<file path="src/rtl/dfifo_pkg.sv">
`timescale 1ns/1ps
// Shared definitions for the dual byte FIFO bridge: host register map
// and control-register bit positions.
package dfifo_pkg;

    // Host register select codes
    typedef enum logic [1:0] {
        HREG_DATA  = 2'd0,
        HREG_SCCTL = 2'd1,
        HREG_QCTL  = 2'd2,
        HREG_FLAGS = 2'd3
    } host_reg_e;

    // Queue control register bit positions
    localparam int unsigned QCTL_EN     = 0;
    localparam int unsigned QCTL_TXRST  = 1;
    localparam int unsigned QCTL_RXRST  = 2;
    localparam int unsigned QCTL_BITS   = 3;

    // Queue index in the generate array
    localparam int unsigned Q_TX = 0;
    localparam int unsigned Q_RX = 1;
    localparam int unsigned Q_NUM = 2;

endpackage

</file>
<file path="src/rtl/dfifo_queue.sv">
`timescale 1ns/1ps
// Single circular byte queue with a level-sensitive flush.
// Assumes push and pop are one-cycle strobes. A push to a full queue and
// a pop from an empty queue are ignored. While empty, rdata holds the
// last byte popped. While flush is high, the pointers and count stay
// cleared and both push and pop are ignored.
module dfifo_queue #(
    parameter int unsigned WIDTH = 8,
    parameter int unsigned DEPTH = 16
) (
    input  logic             clk,
    input  logic             rst_n,
    input  logic             flush,
    input  logic             push,
    input  logic [WIDTH-1:0] wdata,
    input  logic             pop,
    output logic [WIDTH-1:0] rdata,
    output logic             empty,
    output logic             full,
    output logic             half
);
    localparam int unsigned AW   = (DEPTH > 1) ? $clog2(DEPTH) : 1;
    localparam int unsigned CW   = $clog2(DEPTH + 1);
    localparam int unsigned HALF = DEPTH / 2;

    logic [WIDTH-1:0] mem [DEPTH];
    logic [AW-1:0]    wr_ptr, rd_ptr;
    logic [CW-1:0]    count;
    logic [WIDTH-1:0] last_q;
    logic             do_push, do_pop;

    function automatic logic [AW-1:0] ptr_next(input logic [AW-1:0] p);
        return (p == AW'(DEPTH - 1)) ? '0 : p + 1'b1;
    endfunction

    assign empty   = (count == '0);
    assign full    = (count == CW'(DEPTH));
    assign half    = (count >= CW'(HALF));
    assign do_push = push && !full && !flush;
    assign do_pop  = pop && !empty && !flush;
    assign rdata   = empty ? last_q : mem[rd_ptr];

    // Storage write: accepted bytes land at the write pointer
    always_ff @(posedge clk) begin
        if (do_push) mem[wr_ptr] <= wdata;
    end

    // Pointer and occupancy update, cleared by reset or flush
    always_ff @(posedge clk) begin
        if (!rst_n || flush) begin
            wr_ptr <= '0;
            rd_ptr <= '0;
            count  <= '0;
        end else begin
            if (do_push) wr_ptr <= ptr_next(wr_ptr);
            if (do_pop)  rd_ptr <= ptr_next(rd_ptr);
            case ({do_push, do_pop})
                2'b10:   count <= count + 1'b1;
                2'b01:   count <= count - 1'b1;
                default: count <= count;
            endcase
        end
    end

    // Last-popped byte, presented while the queue is empty
    always_ff @(posedge clk) begin
        if (!rst_n)      last_q <= '0;
        else if (do_pop) last_q <= mem[rd_ptr];
    end

    AST_FULL_DROP: assert property (@(posedge clk) disable iff (!rst_n)
        (full && push && !pop && !flush) |=> full) else $error("full drop");
    AST_EMPTY_HOLD: assert property (@(posedge clk) disable iff (!rst_n)
        (empty && pop && !push) |=> (empty && rdata == $past(rdata))) else $error("empty hold");
    AST_FLUSH_EMPTIES: assert property (@(posedge clk) disable iff (!rst_n)
        flush |=> empty) else $error("flush empties");

endmodule

</file>
<file path="src/rtl/dfifo_ctrl.sv">
`timescale 1ns/1ps
// Queue control register: one enable bit and two flush bits.
// Assumes wr is a one-cycle strobe. A flush bit only takes effect while
// enable is clear; the bits themselves are stored regardless.
module dfifo_ctrl
    import dfifo_pkg::*;
(
    input  logic                 clk,
    input  logic                 rst_n,
    input  logic                 wr,
    input  logic [QCTL_BITS-1:0] wdata,
    output logic [QCTL_BITS-1:0] ctl_q,
    output logic                 enable,
    output logic                 tx_flush,
    output logic                 rx_flush
);
    // Register update: cleared at reset, loaded on host write
    always_ff @(posedge clk) begin
        if (!rst_n)  ctl_q <= '0;
        else if (wr) ctl_q <= wdata;
    end

    assign enable   = ctl_q[QCTL_EN];
    assign tx_flush = ctl_q[QCTL_TXRST] && !ctl_q[QCTL_EN];
    assign rx_flush = ctl_q[QCTL_RXRST] && !ctl_q[QCTL_EN];

endmodule

</file>
<file path="src/rtl/dfifo_steer.sv">
`timescale 1ns/1ps
// Host access steering. Decodes the host register select and routes each
// strobe either into the queues, to the controller's data or control
// port, or to the local registers. Read data is combinational.
module dfifo_steer
    import dfifo_pkg::*;
#(
    parameter int unsigned WIDTH = 8
) (
    input  logic             clk,
    input  logic             rst_n,
    input  logic [1:0]       host_addr,
    input  logic             host_wr,
    input  logic             host_rd,
    input  logic             enable,
    input  logic [WIDTH-1:0] q_rx_rdata,
    input  logic [WIDTH-1:0] ctl_word,
    input  logic [WIDTH-1:0] flag_word,
    input  logic [WIDTH-1:0] sc_data_rdata,
    input  logic [WIDTH-1:0] sc_ctl_rdata,
    output logic             q_tx_push,
    output logic             q_rx_pop,
    output logic             ctl_wr,
    output logic             sc_data_wr,
    output logic             sc_data_rd,
    output logic             sc_ctl_wr,
    output logic             sc_ctl_rd,
    output logic [WIDTH-1:0] host_rdata
);
    host_reg_e sel;
    assign sel = host_reg_e'(host_addr);

    // Route strobes and read data according to the register select
    always_comb begin
        q_tx_push  = 1'b0;
        q_rx_pop   = 1'b0;
        ctl_wr     = 1'b0;
        sc_data_wr = 1'b0;
        sc_data_rd = 1'b0;
        sc_ctl_wr  = 1'b0;
        sc_ctl_rd  = 1'b0;
        host_rdata = '0;
        case (sel)
            HREG_DATA: begin
                if (enable) begin
                    q_tx_push  = host_wr;
                    q_rx_pop   = host_rd;
                    host_rdata = q_rx_rdata;
                end else begin
                    sc_data_wr = host_wr;
                    sc_data_rd = host_rd;
                    host_rdata = sc_data_rdata;
                end
            end
            HREG_SCCTL: begin
                sc_ctl_wr  = host_wr;
                sc_ctl_rd  = host_rd;
                host_rdata = sc_ctl_rdata;
            end
            HREG_QCTL: begin
                ctl_wr     = host_wr;
                host_rdata = ctl_word;
            end
            default: begin
                host_rdata = flag_word;
            end
        endcase
    end

    AST_ENABLED_DATA_QUIET: assert property (@(posedge clk) disable iff (!rst_n)
        (enable && host_addr == 2'd0) |-> (!sc_data_wr && !sc_data_rd)) else $error("data quiet");
    AST_CTL_PORT_PASS: assert property (@(posedge clk) disable iff (!rst_n)
        (host_wr && host_addr == 2'd1) |-> (sc_ctl_wr && !q_tx_push)) else $error("ctl pass");
    AST_QCTL_NO_STROBE: assert property (@(posedge clk) disable iff (!rst_n)
        (host_wr && host_addr == 2'd2) |-> !(sc_data_wr || sc_ctl_wr || sc_data_rd || sc_ctl_rd)) else $error("qctl quiet");

endmodule

</file>
<file path="src/rtl/dual_fifo_bridge.sv">
`timescale 1ns/1ps
// Top of the dual byte FIFO bridge. Instantiates the control register,
// the host steering and one queue per direction (generate loop). Assumes
// the host issues one-cycle strobes and the controller side does likewise.
module dual_fifo_bridge
    import dfifo_pkg::*;
#(
    parameter int unsigned DATA_W = 8,
    parameter int unsigned DEPTH  = 16
) (
    input  logic              clk,
    input  logic              rst_n,
    input  logic [1:0]        host_addr,
    input  logic              host_wr,
    input  logic              host_rd,
    input  logic [DATA_W-1:0] host_wdata,
    output logic [DATA_W-1:0] host_rdata,
    output logic              sc_data_wr,
    output logic              sc_data_rd,
    output logic              sc_ctl_wr,
    output logic              sc_ctl_rd,
    output logic [DATA_W-1:0] sc_wdata,
    input  logic [DATA_W-1:0] sc_data_rdata,
    input  logic [DATA_W-1:0] sc_ctl_rdata,
    input  logic              tx_pop,
    output logic [DATA_W-1:0] tx_head,
    output logic              tx_valid,
    input  logic              rx_push,
    input  logic [DATA_W-1:0] rx_wdata,
    output logic              rx_ready
);
    localparam int unsigned FLAG_PAD = DATA_W - 6;
    localparam int unsigned CTL_PAD  = DATA_W - QCTL_BITS;

    logic [QCTL_BITS-1:0] ctl_q;
    logic                 enable, tx_flush, rx_flush, ctl_wr;
    logic                 steer_tx_push, steer_rx_pop;
    logic [DATA_W-1:0]    flag_word, ctl_word;

    logic              q_flush [Q_NUM];
    logic              q_push  [Q_NUM];
    logic              q_pop   [Q_NUM];
    logic [DATA_W-1:0] q_wdata [Q_NUM];
    logic [DATA_W-1:0] q_rdata [Q_NUM];
    logic              q_empty [Q_NUM];
    logic              q_full  [Q_NUM];
    logic              q_half  [Q_NUM];

    dfifo_ctrl u_ctrl (
        .clk      (clk),
        .rst_n    (rst_n),
        .wr       (ctl_wr),
        .wdata    (host_wdata[QCTL_BITS-1:0]),
        .ctl_q    (ctl_q),
        .enable   (enable),
        .tx_flush (tx_flush),
        .rx_flush (rx_flush)
    );

    assign ctl_word  = {{CTL_PAD{1'b0}}, ctl_q};
    assign flag_word = {{FLAG_PAD{1'b0}},
                        q_half[Q_RX], q_full[Q_RX], q_empty[Q_RX],
                        q_half[Q_TX], q_full[Q_TX], q_empty[Q_TX]};

    dfifo_steer #(.WIDTH(DATA_W)) u_steer (
        .clk           (clk),
        .rst_n         (rst_n),
        .host_addr     (host_addr),
        .host_wr       (host_wr),
        .host_rd       (host_rd),
        .enable        (enable),
        .q_rx_rdata    (q_rdata[Q_RX]),
        .ctl_word      (ctl_word),
        .flag_word     (flag_word),
        .sc_data_rdata (sc_data_rdata),
        .sc_ctl_rdata  (sc_ctl_rdata),
        .q_tx_push     (steer_tx_push),
        .q_rx_pop      (steer_rx_pop),
        .ctl_wr        (ctl_wr),
        .sc_data_wr    (sc_data_wr),
        .sc_data_rd    (sc_data_rd),
        .sc_ctl_wr     (sc_ctl_wr),
        .sc_ctl_rd     (sc_ctl_rd),
        .host_rdata    (host_rdata)
    );

    assign sc_wdata = host_wdata;

    // Queue-side hookup: outbound fed by host, inbound fed by controller
    assign q_flush[Q_TX] = tx_flush;
    assign q_push[Q_TX]  = steer_tx_push;
    assign q_wdata[Q_TX] = host_wdata;
    assign q_pop[Q_TX]   = tx_pop;
    assign q_flush[Q_RX] = rx_flush;
    assign q_push[Q_RX]  = rx_push;
    assign q_wdata[Q_RX] = rx_wdata;
    assign q_pop[Q_RX]   = steer_rx_pop;

    for (genvar gi = 0; gi < Q_NUM; gi++) begin : g_queue
        dfifo_queue #(.WIDTH(DATA_W), .DEPTH(DEPTH)) u_queue (
            .clk   (clk),
            .rst_n (rst_n),
            .flush (q_flush[gi]),
            .push  (q_push[gi]),
            .wdata (q_wdata[gi]),
            .pop   (q_pop[gi]),
            .rdata (q_rdata[gi]),
            .empty (q_empty[gi]),
            .full  (q_full[gi]),
            .half  (q_half[gi])
        );
    end

    assign tx_head  = q_rdata[Q_TX];
    assign tx_valid = !q_empty[Q_TX];
    assign rx_ready = !q_full[Q_RX];

    AST_GATED_TX: assert property (@(posedge clk) disable iff (!rst_n)
        (enable && !q_empty[Q_TX] && !tx_pop) |=> !q_empty[Q_TX]) else $error("gated tx");
    AST_GATED_RX: assert property (@(posedge clk) disable iff (!rst_n)
        (enable && !q_empty[Q_RX] && !steer_rx_pop) |=> !q_empty[Q_RX]) else $error("gated rx");

endmodule

</file>
<file path="config.mk">
export PLATFORM = sky130hd
export DESIGN_NAME = dual_fifo_bridge
export DESIGN_NICKNAME = d
export VERILOG_FILES = /design/src/rtl/dfifo_pkg.sv /design/src/rtl/dfifo_queue.sv /design/src/rtl/dfifo_ctrl.sv /design/src/rtl/dfifo_steer.sv /design/src/rtl/dual_fifo_bridge.sv
export SDC_FILE = /design/constraint.sdc
export NUM_CORES = 1
export LEC_CHECK = 0
export ABC_AREA = 1
export BUFFER_PORTS_ARGS = -buffer_cell sky130_fd_sc_hd__buf_2
export CORE_MARGIN = 5
export CORE_UTILIZATION = 55
export DETAILED_ROUTE_END_ITERATION = 8
export HOLD_SLACK_MARGIN = 0.06
export PLACE_DENSITY = 0.83
export SLEW_MARGIN = 20
export SYNTH_ARGS = -nofsm -noshare
export SYNTH_HDL_FRONTEND = slang
export SYNTH_SLANG_ARGS = --single-unit
export TNS_END_PERCENT = 1
</file>
<file path="constraint.sdc">
create_clock -name clk -period 4 [get_ports clk]
set_clock_uncertainty 0.2 [all_clocks]
set_input_delay 0.8 -clock clk [delete_from_list [all_inputs] [get_ports clk]]
set_output_delay 0.8 -clock clk [all_outputs]
set_load 0.005 [all_outputs]
</file>
==> impl_metrics.env, run 1 <==
export IMPL_fp_coreArea_mm2=0.0242
export IMPL_fin_crit_sh_pct=92.9
export IMPL_multi_input_area_mm2=0.00368
export IMPL_grt_pass1_vias=8998
export IMPL_cp_slowest_cell="dfxtp_4"
export IMPL_h_tree_depth=1
export IMPL_final_common_cell="edfxtp_1"
export IMPL_status="complete, no violations"
export IMPL_setup_viol=0
export IMPL_synth_area_leaders="edfxtp_1, dfxtp_1, inv_1"
export IMPL_dr_total_vias=9047
export IMPL_post_cts_buffers=0
export IMPL_max_freq_ghz=0.269
export IMPL_wirelength_mm=29.1
export IMPL_clk_latency_ns=0.54
export IMPL_ys_seq_area_share_pct=64.9
export IMPL_syn_to_final_growth_pct=10.7
export IMPL_required_ns=3.00
export IMPL_nFillCells=1820
export IMPL_synth_area_leader_cell="edfxtp_1"
export IMPL_period_minus_slack_ns=3.72
export IMPL_layout_common_cells="edfxtp_1, inv_1, nand2_1"
export IMPL_root_buffer="clkbuf_16"
export IMPL_yosysWarnings=0
export IMPL_cpPeakStageDelay_ns=0.73
export IMPL_tns_ns=0
export IMPL_drtAntennaViolNets=0
export IMPL_max_vdd_ir_drop_uv=379
export IMPL_worst_slew_pin_slew_ns=1.01
export IMPL_clk_pin_slew_ns=0.06
export IMPL_grtUsageTotal_pct=20.7
export IMPL_synth_cells=1218
export IMPL_cts_resized=0
export IMPL_initial_core_util_pct=55.6
export IMPL_finalPower_mw=7.87
export IMPL_avgViaCountPerCell=5.60
export IMPL_fin_nets=1324
export IMPL_path_max_fanout=50
export IMPL_numCtsBuffers=30
export IMPL_ff_latch_area_mm2=0.00876
export IMPL_ioPinCount=70
export IMPL_ctsHoldBuffers=0
export IMPL_hold_path_class="register to register"
export IMPL_hold_start="g_queue[1].u_queue.rd_ptr[2]$_SDFFE_PP0N_"
export IMPL_wl_per_cell_um=18.0
export IMPL_die_height_um=167
export IMPL_synthesis_area_mm2=0.0135
export IMPL_grt_max_degree=51
export IMPL_drc=0
export IMPL_r2r_start="g_queue[1].u_queue.count[1]$_SDFFE_PP0P_"
export IMPL_dp_hpwl_mm=19.1
export IMPL_design_die_area_mm2=0.0278
export IMPL_p_leak_nw=5.57
export IMPL_worstSetupPathType="register to output pin"
export IMPL_clkSinkCount=309
export IMPL_path_cells="buf_12 > mux2i_1 > o211ai_1 > o211ai_1 > nand2_1 > nand2_1 > o21ai_0 > buf_2"
export IMPL_antenna_cells=0
export IMPL_antenna_found_initial=0
export IMPL_drive_above_1_share_pct=11.6
export IMPL_grt_pass1_wl_mm=46.6
export IMPL_cts_tree="yes"
export IMPL_firstDrtPassIters=6
export IMPL_syn_mean_instance_area_um2=11.1
export IMPL_report_final_slew_viol_count=0
export IMPL_startpoint_type="register"
export IMPL_gp_congestion=0.876
export IMPL_setup_ws_ns=0.284
export IMPL_first_iter_violations=937
export IMPL_synth_distinct_cells=41
export IMPL_drv_cap=0
export IMPL_place_ws_ns=0.661
export IMPL_synth_top_area_share_pct=57.0
export IMPL_maxSlewHeadroom_pct=32.3
export IMPL_port_buffer_count=69
export IMPL_cp_arrival_ns=2.72
export IMPL_synth_net_count=1274
export IMPL_clock_path_buffers=3
export IMPL_grt_overflow_total=0
export IMPL_rrSetupSlack_ns=0.84
export IMPL_p_per_area_mw_per_mm2=527
export IMPL_synth_seq_cells=309
export IMPL_die_width_um=167
export IMPL_rsz0062_at_grt="false"
export IMPL_fp_row_count=57
export IMPL_timing_hold_violations_final=0
export IMPL_cp_end_kind="output pin"
[path summary, 6_finish.rpt]
kind	cells after the start	end
hold reg to reg	2	register
setup / recovery	8	tx_head[2]
hold / removal	2	register
setup reg to reg	17	g_queue[1].u_queue.count[4]$_SDFFE_PP0P_
[final cells by class]
cell class                 count  area share [%]
sequential                   309            58.6
tap                          324            2.71
multi-input combinational    664            24.7
clock inverter                14           0.645
timing repair buffer          85            3.28
clock buffer                  41            5.58
inverter                     178            4.47
[metal layers]
layer  up-vias  part of all wire (%)  GRT usage [%]  wire [um]
met5         -                     0              0          0
met4         0                   3.1           6.62        907
met3        68                   9.0           4.43       2630
met2       413                    49           35.0      14200
met1      4233                    39           26.9      11400
li1       4333                     -              -          -
[cells by family (layout without fill, tap and decap cells)]
group | Yosys count | after routing | synth area share [%]
AOI/OAI and AO/OA | 309 | 309 | 12.9
DFF | 309 | 309 | 64.9
and+or+nand+nor | 294 | 294 | 9.73
buffers and inverters | 245 | 318 | 7.83
muxes | 32 | 32 | 2.37
adders and majority gates | 16 | 16 | 1.48
xor gates and xnor gates | 13 | 13 | 0.844
[power breakdown]
part	internal (mW)	switching, mW	total, mW
Sequential	3.56	0.131	3.69
Combinational	0.545	0.986	1.53
Clock	1.52	1.13	2.64
[cell usage after synthesis (all sizes together)]
master	instances
edfxtp	256
inv	177
nand2	137
o21ai	127
a21oi	111
nand3	72
o211ai	66
nor2	61
dfxtp	53
buf	44
mux2i	32
clkbuf	23
ha	16
xor2	11
nor3	10
nand4	5
nand3b	3
nor3b	3
a211oi	2
or2	2
xnor2	2
a21o	1
a22oi	1
clkinv	1
nor4	1
o221ai	1
[worst max-delay path, delay by kind of cell (launching register included)]
family | cells | cell delay (ns)
AOI/OAI and AO/OA | 3 | 0.46
buffers and inverters | 2 | 0.45
muxes | 1 | 0.28
DFF | 1 | 0.73
and+or+nand+nor | 2 | 0.21
[registers in the layout (all words and copies together) (netlist names), named ones only]
name	flops
g_queue.u_queue.mem	256
g_queue.u_queue.last_q	16
g_queue.u_queue.count	10
g_queue.u_queue.rd_ptr	8
g_queue.u_queue.wr_ptr	8
u_ctrl.ctl_q	3
[stage by stage]
step                hold slack [ns]  cells  utilization [%]  instance area (um2)
floorplan                     0.245   1218                -                13500
global placement              0.278   1560             57.8                14000
detailed placement            0.291   1560             57.8                14000
CTS                           0.303   1615             61.6                14900
global route                  0.334   1615             61.6                14900
finish                        0.300   1615             61.6                14900
No activity file was read; power rests on OpenSTA's default activity.
==> run 2, diff against run 1 <==
--- a/config.mk
+++ b/config.mk
@@ -7,9 +7,11 @@
 export LEC_CHECK = 0
 export ABC_AREA = 1
 export BUFFER_PORTS_ARGS = -buffer_cell sky130_fd_sc_hd__buf_2
+export CORE_ASPECT_RATIO = 0.75
 export CORE_MARGIN = 5
 export CORE_UTILIZATION = 55
 export DETAILED_ROUTE_END_ITERATION = 8
+export GPL_ROUTABILITY_DRIVEN = 0
 export HOLD_SLACK_MARGIN = 0.06
 export PLACE_DENSITY = 0.83
 export SLEW_MARGIN = 20
==> run 2 against run 1 <==
Core utilization is 0.85 points higher. Critical endpoint is now tx_head[5]. Highest routed layer unchanged. Final cell count is 0.68% higher. Largest cell class unchanged. Fmax is 1.7% lower. Count of clock-buffer cells in the layout is 7 lower. Register-to-register slack hardly changed. Design area is 0.49% higher. Via count is 3.1% higher. Sequential share of layout area is 0.28 points lower. Global-route usage is 1.4 points higher.
==> impl_metrics.env, run 2 (synthesis results as in run 1) <==
export IMPL_status="complete, no violations"
export IMPL_period_minus_slack_ns=3.78
export IMPL_top_register="g_queue.u_queue.mem"
export IMPL_cp_arrival_ns=2.78
export IMPL_tns_ns=0
export IMPL_grtUsageTotal_pct=22.1
export IMPL_grt_overflow_total=0
export IMPL_cpPeakStageDelay_ns=0.68
export IMPL_grt_pass1_vias=8864
export IMPL_fin_nets=1327
export IMPL_die_width_um=191
export IMPL_hold_path_class="register to register"
export IMPL_drive_above_1_share_pct=12.4
export IMPL_firstDrtPassIters=6
export IMPL_grt_max_degree=79
export IMPL_root_buffer="clkbuf_16"
export IMPL_clkSinkCount=309
export IMPL_wl_per_cell_um=19.1
export IMPL_die_height_um=146
export IMPL_clock_path_buffers=3
export IMPL_drc=0
export IMPL_layout_common_cells="edfxtp_1, inv_1, nand2_1"
export IMPL_clk_latency_ns=0.55
export IMPL_timing_hold_violations_final=0
export IMPL_avgViaCountPerCell=5.74
export IMPL_ioPinCount=70
export IMPL_p_per_area_mw_per_mm2=535
export IMPL_rsz0062_at_grt="false"
export IMPL_dr_total_vias=9328
export IMPL_drv_cap=0
export IMPL_cts_tree="yes"
export IMPL_max_freq_ghz=0.265
export IMPL_cts_resized=0
export IMPL_place_ws_ns=0.829
export IMPL_syn_to_final_growth_pct=11.3
export IMPL_clk_pin_slew_ns=0.07
export IMPL_wirelength_mm=31.1
export IMPL_cp_slowest_cell="inv_1"
export IMPL_design_die_area_mm2=0.0278
export IMPL_final_common_cell="edfxtp_1"
export IMPL_startpoint_type="register"
export IMPL_h_tree_depth=1
export IMPL_fin_crit_sh_pct=94.5
export IMPL_setup_viol=0
export IMPL_cp_end_kind="output pin"
export IMPL_antenna_cells=0
export IMPL_port_buffer_count=69
export IMPL_drtAntennaViolNets=0
export IMPL_top_regs="g_queue.u_queue.mem (256), g_queue.u_queue.last_q (16), g_queue.u_queue.count (10)"
export IMPL_antenna_found_initial=0
export IMPL_report_final_slew_viol_count=0
export IMPL_grt_pass1_wl_mm=48.9
export IMPL_nFillCells=1811
export IMPL_path_cells="inv_1 > o21ai_0 > o211ai_1 > nand2_1 > nand2_1 > o21ai_0 > buf_2"
export IMPL_first_iter_violations=1264
export IMPL_dp_hpwl_mm=20.0
export IMPL_setup_ws_ns=0.220
export IMPL_post_cts_buffers=0
export IMPL_numCtsBuffers=30
export IMPL_initial_core_util_pct=56.1
export IMPL_worstSetupPathType="register to output pin"
export IMPL_worst_slew_pin_slew_ns=1.00
export IMPL_fp_row_count=49
export IMPL_finalPower_mw=8.03
export IMPL_largest_reg_flops=256
export IMPL_path_max_fanout=27
export IMPL_ctsHoldBuffers=0
export IMPL_fp_coreArea_mm2=0.0240
export IMPL_max_vdd_ir_drop_uv=375
export IMPL_maxSlewHeadroom_pct=32.8
export IMPL_required_ns=3.00
export IMPL_p_leak_nw=5.61
run 2: final cells by class:
type                       count  area [um2]  share of cell area (%)
clock buffer                  34         807                    5.38
multi-input combinational    664        3680                    24.5
timing repair buffer          88         526                    3.50
sequential                   309        8760                    58.4
tap                          331         414                    2.76
inverter                     178         668                    4.45
clock inverter                22         151                    1.01
run 2: path summary, 6_finish.rpt:
path	startpoint	cells past startpoint	end	slack, ns
worst max-delay path	register	7	tx_head[5]	0.22
worst min-delay path	g_queue[1].u_queue.rd_ptr[2]$_SDFFE_PP0N_	2	g_queue[1].u_queue.rd_ptr[2]$_SDFFE_PP0N_	0.30
worst min register to register	g_queue[1].u_queue.rd_ptr[2]$_SDFFE_PP0N_	2	g_queue[1].u_queue.rd_ptr[2]$_SDFFE_PP0N_	0.30
worst max register to register	u_ctrl.ctl_q[2]$_SDFFE_PN0P_	12	g_queue[1].u_queue.count[4]$_SDFFE_PP0P_	0.83
run 2: power breakdown:
part,switching (mW),internal [mW]
Combinational,1.10,0.563
Sequential,0.0942,3.56
Clock,1.19,1.52
run 2: critical path: cells and delay by family, from the launching register on:
kind	cells	cell delay, ns
compound gates	3	0.80
buf+inv	2	0.90
flops	1	0.32
simple gates	2	0.20
run 2: metrics by stage:
| step | hold WS (ns) | cells | utilization, % | instance area, um2 |
|---|---|---|---|---|
| finish | 0.301 | 1626 | 62.4 | 15000 |
| global route | 0.322 | 1626 | 62.4 | 15000 |
| CTS | 0.294 | 1625 | 62.4 | 15000 |
| detailed placement | 0.285 | 1569 | 58.4 | 14000 |
| global placement | 0.272 | 1569 | 58.4 | 14000 |
| floorplan | 0.245 | 1218 | - | 13500 |
run 2: metal layers:
metal,routed length (um),track usage [%],part of all wire [%],vias to the layer above
met4,662,4.67,2.1,0
met2,13700,32.8,44,591
li1,-,-,-,4345
met5,0,0,0,-
met3,4140,5.80,13,65
met1,12600,33.1,41,4327
